===== src/rtl/irq_entry_pkg.sv =====
package irq_entry_pkg;

    localparam int DW        = 8;
    localparam int AW        = 16;
    localparam int NWORDS    = 4;
    localparam int NBYTEREGS = 3;
    localparam int FRAME_MAX = 2 * NWORDS + NBYTEREGS + 1;
    localparam int FAST_LEN  = 3;
    localparam int CNT_W     = $clog2(FRAME_MAX + 1);

    localparam int BIT_ENTIRE = 7;
    localparam int BIT_FMASK  = 6;
    localparam int BIT_NMASK  = 4;

    typedef logic [DW-1:0] byte_t;
    typedef logic [AW-1:0] word_t;

    typedef enum logic [2:0] {
        ST_IDLE   = 3'd0,
        ST_PUSH   = 3'd1,
        ST_VEC_HI = 3'd2,
        ST_VEC_LO = 3'd3,
        ST_LOAD   = 3'd4
    } seq_state_e;

    typedef struct packed {
        seq_state_e                    st;
        logic                          fast;
        logic                          saved;
        logic [CNT_W-1:0]              cnt;
        logic [CNT_W-1:0]              num;
        word_t                         sp;
        logic [FRAME_MAX-1:0][DW-1:0]  frame;
        byte_t                         cc;
        byte_t                         vhi;
    } seq_t;

endpackage


===== src/rtl/irq_entry_arbiter.sv =====
module irq_entry_arbiter (
    input  logic req_fast,
    input  logic req_norm,
    input  logic fmask,
    input  logic nmask,
    input  logic busy,
    input  logic sync_wait_in,
    output logic take,
    output logic take_fast,
    output logic sync_release
);

    logic take_norm;

    always_comb begin
        take_fast    = !busy && req_fast && !fmask;
        take_norm    = !busy && !take_fast && req_norm && !nmask;
        take         = take_fast || take_norm;
        sync_release = sync_wait_in && (req_fast || req_norm);
    end

endmodule


===== src/rtl/irq_frame_builder.sv =====
module irq_frame_builder
    import irq_entry_pkg::*;
(
    input  logic                         sel_fast,
    input  logic                         saved,
    input  word_t                        pc,
    input  word_t                        u,
    input  word_t                        y,
    input  word_t                        x,
    input  byte_t                        dp,
    input  byte_t                        b,
    input  byte_t                        a,
    input  byte_t                        cc,
    output logic [FRAME_MAX-1:0][DW-1:0] frame,
    output logic [CNT_W-1:0]             count,
    output byte_t                        cc_final
);

    localparam int TAIL = 2 * NWORDS;

    word_t                         words [NWORDS];
    logic [FRAME_MAX-1:0][DW-1:0]  norm_f;
    logic [FRAME_MAX-1:0][DW-1:0]  fast_f;
    byte_t                         cc_full;
    byte_t                         cc_short;
    byte_t                         fmask_b;
    byte_t                         nmask_b;
    byte_t                         entire_b;

    assign words[0] = pc;
    assign words[1] = u;
    assign words[2] = y;
    assign words[3] = x;

    assign fmask_b  = byte_t'(1) << BIT_FMASK;
    assign nmask_b  = byte_t'(1) << BIT_NMASK;
    assign entire_b = byte_t'(1) << BIT_ENTIRE;
    assign cc_full  = cc | entire_b;
    assign cc_short = cc & ~entire_b;

    // Full frame: each word low byte first, then the byte registers, flags last
    for (genvar w = 0; w < NWORDS; w++) begin : g_word
        assign norm_f[2*w]   = words[w][DW-1:0];
        assign norm_f[2*w+1] = words[w][AW-1:DW];
    end
    assign norm_f[TAIL]   = dp;
    assign norm_f[TAIL+1] = b;
    assign norm_f[TAIL+2] = a;
    assign norm_f[TAIL+3] = cc_full;

    // Short frame: PC low, PC high, flags; unused slots zero
    assign fast_f[0] = pc[DW-1:0];
    assign fast_f[1] = pc[AW-1:DW];
    assign fast_f[2] = cc_short;
    for (genvar k = FAST_LEN; k < FRAME_MAX; k++) begin : g_pad
        assign fast_f[k] = '0;
    end

    always_comb begin
        if (saved) begin
            frame    = '0;
            count    = '0;
            cc_final = cc | nmask_b | (sel_fast ? fmask_b : '0);
        end else if (sel_fast) begin
            frame    = fast_f;
            count    = CNT_W'(FAST_LEN);
            cc_final = cc_short | fmask_b | nmask_b;
        end else begin
            frame    = norm_f;
            count    = CNT_W'(FRAME_MAX);
            cc_final = cc_full | nmask_b;
        end
    end

endmodule


===== src/rtl/irq_entry_seq.sv =====
module irq_entry_seq
    import irq_entry_pkg::*;
#(
    parameter logic [15:0] FAST_VEC   = 16'hFFF6,
    parameter logic [15:0] NORM_VEC   = 16'hFFF8,
    parameter int          COST_FAST  = 10,
    parameter int          COST_NORM  = 19,
    parameter int          COST_SAVED = 7,
    parameter int          COST_W     = 5
) (
    input  logic              clk,
    input  logic              rst_n,
    input  logic              req_fast,
    input  logic              req_norm,
    input  logic [7:0]        cc_in,
    input  logic              wait_saved_in,
    input  logic              sync_wait_in,
    input  logic [15:0]       sp_in,
    input  logic [15:0]       pc_in,
    input  logic [15:0]       u_in,
    input  logic [15:0]       y_in,
    input  logic [15:0]       x_in,
    input  logic [7:0]        dp_in,
    input  logic [7:0]        b_in,
    input  logic [7:0]        a_in,
    output logic              sync_release,
    output logic              wait_saved_clr,
    output logic              push_we,
    output logic [15:0]       push_addr,
    output logic [7:0]        push_data,
    output logic              vec_rd,
    output logic [15:0]       vec_addr,
    input  logic [7:0]        vec_rdata,
    output logic              pc_load,
    output logic [15:0]       pc_new,
    output logic              cc_we,
    output logic [7:0]        cc_out,
    output logic [15:0]       sp_out,
    output logic [COST_W-1:0] cost,
    output logic              ack_fast,
    output logic              ack_norm,
    output logic              busy
);

    seq_t                         q;
    seq_t                         d;
    logic                         take;
    logic                         take_fast;
    logic [FRAME_MAX-1:0][DW-1:0] frm_bytes;
    logic [CNT_W-1:0]             frm_count;
    byte_t                        frm_cc;
    word_t                        vec_base;

    assign busy   = (q.st != ST_IDLE);
    assign cc_out = q.cc;
    assign sp_out = q.sp;

    irq_entry_arbiter u_arb (
        .req_fast     (req_fast),
        .req_norm     (req_norm),
        .fmask        (cc_in[BIT_FMASK]),
        .nmask        (cc_in[BIT_NMASK]),
        .busy         (busy),
        .sync_wait_in (sync_wait_in),
        .take         (take),
        .take_fast    (take_fast),
        .sync_release (sync_release)
    );

    irq_frame_builder u_frame (
        .sel_fast (take_fast),
        .saved    (wait_saved_in),
        .pc       (pc_in),
        .u        (u_in),
        .y        (y_in),
        .x        (x_in),
        .dp       (dp_in),
        .b        (b_in),
        .a        (a_in),
        .cc       (cc_in),
        .frame    (frm_bytes),
        .count    (frm_count),
        .cc_final (frm_cc)
    );

    always_comb begin
        d              = q;
        wait_saved_clr = 1'b0;
        push_we        = 1'b0;
        push_addr      = '0;
        push_data      = '0;
        vec_rd         = 1'b0;
        vec_addr       = '0;
        pc_load        = 1'b0;
        pc_new         = '0;
        cc_we          = 1'b0;
        cost           = '0;
        ack_fast       = 1'b0;
        ack_norm       = 1'b0;
        vec_base       = q.fast ? FAST_VEC : NORM_VEC;

        unique case (q.st)
            ST_IDLE: begin
                if (take) begin
                    d.st           = wait_saved_in ? ST_VEC_HI : ST_PUSH;
                    d.fast         = take_fast;
                    d.saved        = wait_saved_in;
                    d.cnt          = '0;
                    d.num          = frm_count;
                    d.sp           = sp_in;
                    d.frame        = frm_bytes;
                    d.cc           = frm_cc;
                    d.vhi          = '0;
                    wait_saved_clr = wait_saved_in;
                end
            end
            ST_PUSH: begin
                push_we   = 1'b1;
                push_addr = q.sp - 16'd1;
                push_data = q.frame[q.cnt];
                d.sp      = q.sp - 16'd1;
                d.cnt     = q.cnt + 1'b1;
                if (q.cnt == q.num - 1'b1) begin
                    d.st = ST_VEC_HI;
                end
            end
            ST_VEC_HI: begin
                vec_rd   = 1'b1;
                vec_addr = vec_base;
                d.st     = ST_VEC_LO;
            end
            ST_VEC_LO: begin
                vec_rd   = 1'b1;
                vec_addr = vec_base + 16'd1;
                d.vhi    = vec_rdata;
                d.st     = ST_LOAD;
            end
            ST_LOAD: begin
                pc_load  = 1'b1;
                pc_new   = {q.vhi, vec_rdata};
                cc_we    = 1'b1;
                ack_fast = q.fast;
                ack_norm = !q.fast;
                if (q.saved) begin
                    cost = COST_W'(COST_SAVED);
                end else if (q.fast) begin
                    cost = COST_W'(COST_FAST);
                end else begin
                    cost = COST_W'(COST_NORM);
                end
                d.st = ST_IDLE;
            end
            default: d.st = ST_IDLE;
        endcase
    end

    always_ff @(posedge clk) begin
        if (!rst_n) begin
            q <= '0;
        end else begin
            q <= d;
        end
    end

    // consecutive pushes walk downward by one byte
    a_r6_push_step: assert property (@(posedge clk) disable iff (!rst_n)
        (push_we && $past(push_we)) |-> (push_addr == $past(push_addr) - 16'd1));

    // the vector is read as a pair of adjacent bytes
    a_r7_vec_pair: assert property (@(posedge clk) disable iff (!rst_n)
        (vec_rd && !$past(vec_rd)) |=> (vec_rd && vec_addr == $past(vec_addr) + 16'd1));

    // an acknowledge comes only with the PC load and only on one line
    a_r8_ack_with_load: assert property (@(posedge clk) disable iff (!rst_n)
        (ack_fast || ack_norm) |-> (pc_load && $onehot0({ack_fast, ack_norm})));

    // a served fast request leaves both masks set
    a_r8_fast_masks: assert property (@(posedge clk) disable iff (!rst_n)
        ack_fast |-> (cc_out[BIT_FMASK] && cc_out[BIT_NMASK]));

    // a saved-state entry goes straight to the vector reads
    a_r5_saved_skip: assert property (@(posedge clk) disable iff (!rst_n)
        wait_saved_clr |=> (!push_we && vec_rd));

    // busy ends right after the PC load
    a_r9_busy_drop: assert property (@(posedge clk) disable iff (!rst_n)
        pc_load |=> !busy);

    // no bus activity outside a sequence
    a_r9_quiet_idle: assert property (@(posedge clk) disable iff (!rst_n)
        !busy |-> (!push_we && !vec_rd && !pc_load));

endmodule


===== config.mk =====
export PLATFORM = sky130hd
export DESIGN_NAME = irq_entry_seq
export DESIGN_NICKNAME = d
export VERILOG_FILES = /design/src/rtl/irq_entry_pkg.sv /design/src/rtl/irq_entry_arbiter.sv /design/src/rtl/irq_frame_builder.sv /design/src/rtl/irq_entry_seq.sv
export SDC_FILE = /design/constraint.sdc
export NUM_CORES = 1
export LEC_CHECK = 0
export ABC_AREA = 0
export BUFFER_PORTS_ARGS = -buffer_cell sky130_fd_sc_hd__buf_2
export CAP_MARGIN = 10
export CORE_MARGIN = 2
export CORE_UTILIZATION = 40
export CTS_CLUSTER_SIZE = 14
export DETAILED_ROUTE_END_ITERATION = 6
export HOLD_SLACK_MARGIN = 0.05
export PLACE_DENSITY = 0.71
export SYNTH_ARGS = -nofsm -noshare
export SYNTH_HDL_FRONTEND = slang
export SYNTH_SLANG_ARGS = --single-unit

===== constraint.sdc =====
create_clock -name clk -period 2.7 [get_ports clk]
set_clock_uncertainty 0.2 [all_clocks]
set_input_delay 0.675 -clock clk [delete_from_list [all_inputs] [get_ports clk]]
set_output_delay 0.675 -clock clk [all_outputs]
set_load 0.05 [all_outputs]

# ---- Word level (Yosys, flattened, before mapping)
# Cells that the tools add are included.
dict set report classes {
  add_sub_neg 4
  mul 0
  div 0
  order_cmp 1
  n_eq_ne 7
  n_shift 0
  muxes 31
  n_bitwise 1
  reduce_logical 22
}
# cell n
set ops {}
lappend ops {{two-way mux 96 bit} 2}
lappend ops {{two-way mux 141 bit} 1}
lappend ops {{case mux 16 bit (2 select lines)} 2}
lappend ops {{binary-select mux 8 bit (select 4 bit)} 1}
lappend ops {{two-way mux 16 bit} 2}
lappend ops {{two-way mux 8 bit} 4}
lappend ops {{case mux 8 bit (2 select lines)} 1}
lappend ops {{subtractor 16 x 1 -> 16 bit, second input constant} 1}
lappend ops {{two-way mux 5 bit} 3}
lappend ops {{two-way mux 4 bit} 3}
lappend ops {{case mux 3 bit (4 select lines)} 1}
lappend ops {{bitwise OR 8 bit} 1}
lappend ops {{case mux 4 bit (2 select lines)} 1}
lappend ops {{AND reduction 2 bit} 4}
lappend ops {{two-way mux 1 bit} 7}
lappend ops {{two-way mux 7 bit} 1}
lappend ops {{adder 5 x 2 -> 6 bit, second input constant} 1}
lappend ops {{== test 3 x 2 -> 1 bit, second input constant} 2}
lappend ops {{logical AND 1 bit} 6}
lappend ops {{zero test 1 bit} 5}
lappend ops {{less-than comparator 4 x 5 -> 1 bit, second input constant} 1}
lappend ops {{adder 4 x 1 -> 4 bit, second input constant} 1}
lappend ops {{== test 4 bit} 1}
lappend ops {{!= test 2 bit, second input constant} 2}
lappend ops {{other kinds (10)} 12}
dict set report totals {
  reg_bits 141
  latchBits 0
  ramBits 0
  mem_bits_ro 0
  input_bits 126
  mem_count 0
}

# ---- Logic depth before layout (Yosys ltp)
dict set report depth {
  word_depth 11
  ltp_mapped 7
  ltp_nobuf 6
}

# ---- By module
# From an unflattened synthesis, not the netlist that was laid out.
dict set report hier_totals {
  cells_unflattened 973
  area_unflattened_um2 7754.9
}
# module n_inst cells_each area_each_um2
set by_module_without_submodules {}
lappend by_module_without_submodules {irq_entry_seq 1 841 6869.1}
lappend by_module_without_submodules {irq_frame_builder 1 127 852.1}
lappend by_module_without_submodules {irq_entry_arbiter 1 5 33.8}

# ---- Worst setup path before layout
# OpenSTA, ideal clock, no wires.
dict set report synth_path {
  path_kind {reg2out}
  start {register q[133] (netlist bit)}
  end {output port push_data[4]}
  t_arrival_ns 2.618
  t_required_ns 1.825
  slack_ns -0.793
  path_stages_with_launch 7
  cell_sequence {dfxtp_1 -> clkbuf_1 -> buf_1 -> mux4_2 -> nor2b_1 -> a211oi_1 -> a211oi_1}
}
dict set report synth_between {
  elab_chain_cells 3
}
# element line_no
set synth_lines {}
lappend synth_lines {{start, declared} irq_entry_seq.sv:45} ;# seq_t q;
lappend synth_lines {{start signal, assigned} irq_entry_seq.sv:159} ;# q <= '0;
lappend synth_lines {{start signal, assigned} irq_entry_seq.sv:161} ;# q <= d;
lappend synth_lines {{binary-select mux 8 bit (select 4 bit)} irq_entry_seq.sv:120} ;# push_data = q.frame[q.cnt];
lappend synth_lines {{two-way mux 8 bit (implied by the code)} irq_entry_seq.sv:120}
lappend synth_lines {{two-way mux 8 bit} irq_entry_seq.sv:102} ;# unique case (q.st)
lappend synth_lines {{end, declared} irq_entry_seq.sv:30} ;# output logic [7:0] push_data,
# No other way between the ends. The select of a mux whose other input is x is not followed.

# ---- Worst setup path after layout
dict set report layout_path {
  start {register q, in the netlist sp_out[8]}
  end {output port push_addr[15]}
}
dict set report layout_between {
  elab_chain_cells 2
}
# element line_no
set layout_lines {}
lappend layout_lines {{subtractor 16 x 1 -> 16 bit} irq_entry_seq.sv:119} ;# push_addr = q.sp - 16'd1;
lappend layout_lines {{two-way mux 16 bit} irq_entry_seq.sv:102}
lappend layout_lines {{end, declared} irq_entry_seq.sv:29} ;# output logic [15:0] push_addr,
# No other way between the ends.

==> flow_summary_export.csv <==
group,metric,value,unit
status,status,"finished, violations left",
status,violations,"setup timing",
finish,post-route-util,61.2,%
drt,route.detailed.drc,0,
timing,min_period,3.19,ns
clocking,ctsHoldBuffers,0,
clocking,cts_tree,"done",
drt,first_iter_violations,489,
floorplanning,num_rows,46,
job,maxCapViolations,0,
timing,hold_viol,0,
worst_setup_path,critPathArrivalTime,2.32,ns
worst_setup_path,rr_endpoint,"sp_out[14]",
floorplanning,start_util,40.7,%
worst_setup_path,critical_path.startpoint,"sp_out[8]",
timing,fmax,313,MHz
logic_synthesis,yosysSeqAreaShare,42.9,%
clocking,cts.path.max_buffers,2,
timing,final.period_utilization,118,%
floorplanning,die_w,131,microns
logic_synthesis,synth_largest_area_cell,"dfxtp_1",
worst_setup_path,cp-end-kind,"output port",
logic_synthesis,netlist_top_cells_count,"138 x dfxtp_1, 89 x a22o_1, 39 x buf_4",
power_and_ir_drop,power_leakage,4.21,nW
worst_setup_path,regToRegSetupSlack,0.30,ns
floorplanning,ios,220,
finish,final_cell_area,9680,sq um
worst_setup_path,start_kind,"flop",
power_and_ir_drop,finalPower,8.61,mW
logic_synthesis,ys_warn_count,0,
logic_synthesis,yosys-top-cells-area,"dfxtp_1 43%, a22o_1 12%, mux4_2 8.0%",
drt,via_per_inst,5.61,
logic_synthesis,synth_cell_types,57,
clocking,clk_pin_slew_worst_paths,0.06,ns
worst_setup_path,r2r_start,"sp_out[0]",
clocking,insertion_delay,0.42,ns
finish,multi_input_area,3700,sq um
placed_design,place_area,7990,sq um
timing,worst_pin_slew,0.628,ns
drt,ant_nets,0,
finish,syn2layout_area_growth,50.4,%
logic_synthesis,synth_flop_cell,"dfxtp_1",
floorplanning,core,15800,sq um
placed_design,dp_hpwl,13300,microns
drt,routedWlPerCell,19.5,microns
hold_path,hp-class,"reg2reg",
grt,grt_pass1_wl,31500,microns
floorplanning,die_y,131,microns
logic_synthesis,synth-async-reset-ratio,0,%
logic_synthesis,synth_nets,784,
clocking,clockRootBuffer,"clkbuf_16",
grt,antenna_found_initial,1,
finish,drive_gt1_share,50.2,%
timing,holdWs,0.255,ns
logic_synthesis,yosysMostFrequentCell,"dfxtp_1",
logic_synthesis,synth-edff-count,0,
placed_design,io_buffers,219,
logic_synthesis,synth_top_area_share,42.9,%
finish,seq_area,2780,sq um
clocking,cts_buffers,17,
logic_synthesis,synth_area_per_cell,9.82,sq um
worst_setup_path,crit_type,"reg2out",
worst_setup_path,setup.worst_path.end,"push_addr[15]",
power_and_ir_drop,p_per_area,889,nW/um^2
drt,route.vias.total,6267,
logic_synthesis,ys_seq_elements,138,
logic_synthesis,mappedNetlistArea,6430,sq um
drt,firstDrtPassIters,5,
clocking,cts.sinks,138,
placed_design,place_congestion,0.897,
power_and_ir_drop,vdd_drop_max,0.000478,V
finish,fin_nets,1017,
worst_setup_path,worstPathMaxFanout,4,
grt,grt_max_degree,98,
floorplanning,die_area,17100,sq um
logic_synthesis,syn_inst,655,
grt,grt_overflow,0,
grt,first_global_vias,5830,
worst_setup_path,reg2reg_depth,11,
timing,rsz0062_at_grt,"yes",
worst_setup_path,worst_ep_required_time,1.82,ns
finish,fill_cells,1244,
grt,grt_util_all_layers,24.2,%
timing,setup_viol,21,
timing,slew_headroom,57.8,%
placed_design,pre_cts_ws,-0.121,ns
drt,routed_wl,21800,microns
timing,fin_ws,-0.494,ns
timing,maxSlewViolCount,0,
clocking,htreeDepth,4,
[registers in the layout, summed over array words and instances, names as in the netlist]
name    count
q         114
sp_out     16
cc_out      8
[worst min path at each step]
stage | start | to | slack (ns) | depth (start not counted)
global route | pc_in[9] | q[25] | 0.25 | 2
global placement | cc_out[7] | cc_out[7] | 0.24 | 2
detailed placement | cc_out[7] | cc_out[7] | 0.25 | 2
floorplan | q[32] | q[32] | 0.23 | 1
finish | cc_out[2] | cc_out[2] | 0.26 | 2
CTS | x_in[3] | q[67] | 0.25 | 2
[cell type report]
class | count | area share [%]
clock inverters | 15 | 2.20
flip-flops and latches | 138 | 28.7
clock buffers | 17 | 4.39
well taps | 216 | 2.79
multi-input cells | 409 | 38.2
repair buffers | 307 | 23.0
inverters | 15 | 0.711
diodes | 1 | 0.0258
[placed cells by master (no fill, tap or decap), drive strengths merged, types with 9 or more instances in the layout]
master,Yosys,routed
mux4,23,23
a22o,89,89
a21oi,37,37
o21ai,12,12
clkbuf,37,17
nand3,16,16
or3,9,9
inv,14,17
nand2b,12,12
nor2b,11,11
and3,19,19
buf,56,302
nor2,31,31
dfxtp,138,138
a211oi,14,14
nand2,38,38
[critical path, cell delays in order, from the launching register on]
cell and delay, ns:
dfxtp_1 0.32, nor4_2 0.60, nand2_1 0.25, or3_4 0.44
a21oi_4 0.14, buf_8 0.16
[cells by family (layout without fill, tap and decap cells)]
logic type	after synthesis	after routing	synth area share [%]
AOI/OAI and AO/OA	193	193	22.5
and+or+nand+nor	169	169	13.9
DFF	138	138	42.9
buffers and inverters	108	354	8.91
muxes	32	32	9.47
xor gates and xnor gates	12	12	1.63
adders and majority gates	3	3	0.583
other	0	1	0
[metal layers]
layer	vias up	share of wire (%)	track usage (%)	wire, microns
li1	2860	-	-	-
met1	3001	39	29.6	8590
met2	345	50	41.1	10800
met3	61	8.0	6.31	1730
met4	0	3.0	9.51	645
met5	-	0	0	0
[stage by stage]
| stage | std cells | TNS, ns |
|---|---|---|
| 2_1_floorplan | 655 | -0.203 |
| 3_3_place_gp | 1045 | -0.396 |
| 6_report | 1118 | -5.73 |
| 5_1_grt | 1117 | -6.95 |
| 3_5_place_dp | 1045 | -0.406 |
| 4_1_cts | 1105 | -5.07 |
[timing repair]
action / 4_1_cts / 5_1_grt
pin swaps: 22 / 24
setup endpoints to repair: 29 / 26
buffers inserted: 22 / 15
endpoints found under the hold margin: 0 / 0
gates cloned: 6 / 0
resized for setup: 113 / 50
[power breakdown]
part,internal (mW),switching (mW)
combinational,1.54,2.21
sequential,2.20,0.133
clock,1.57,0.955
total,5.31,3.30
(Power assumes the default switching activity.)
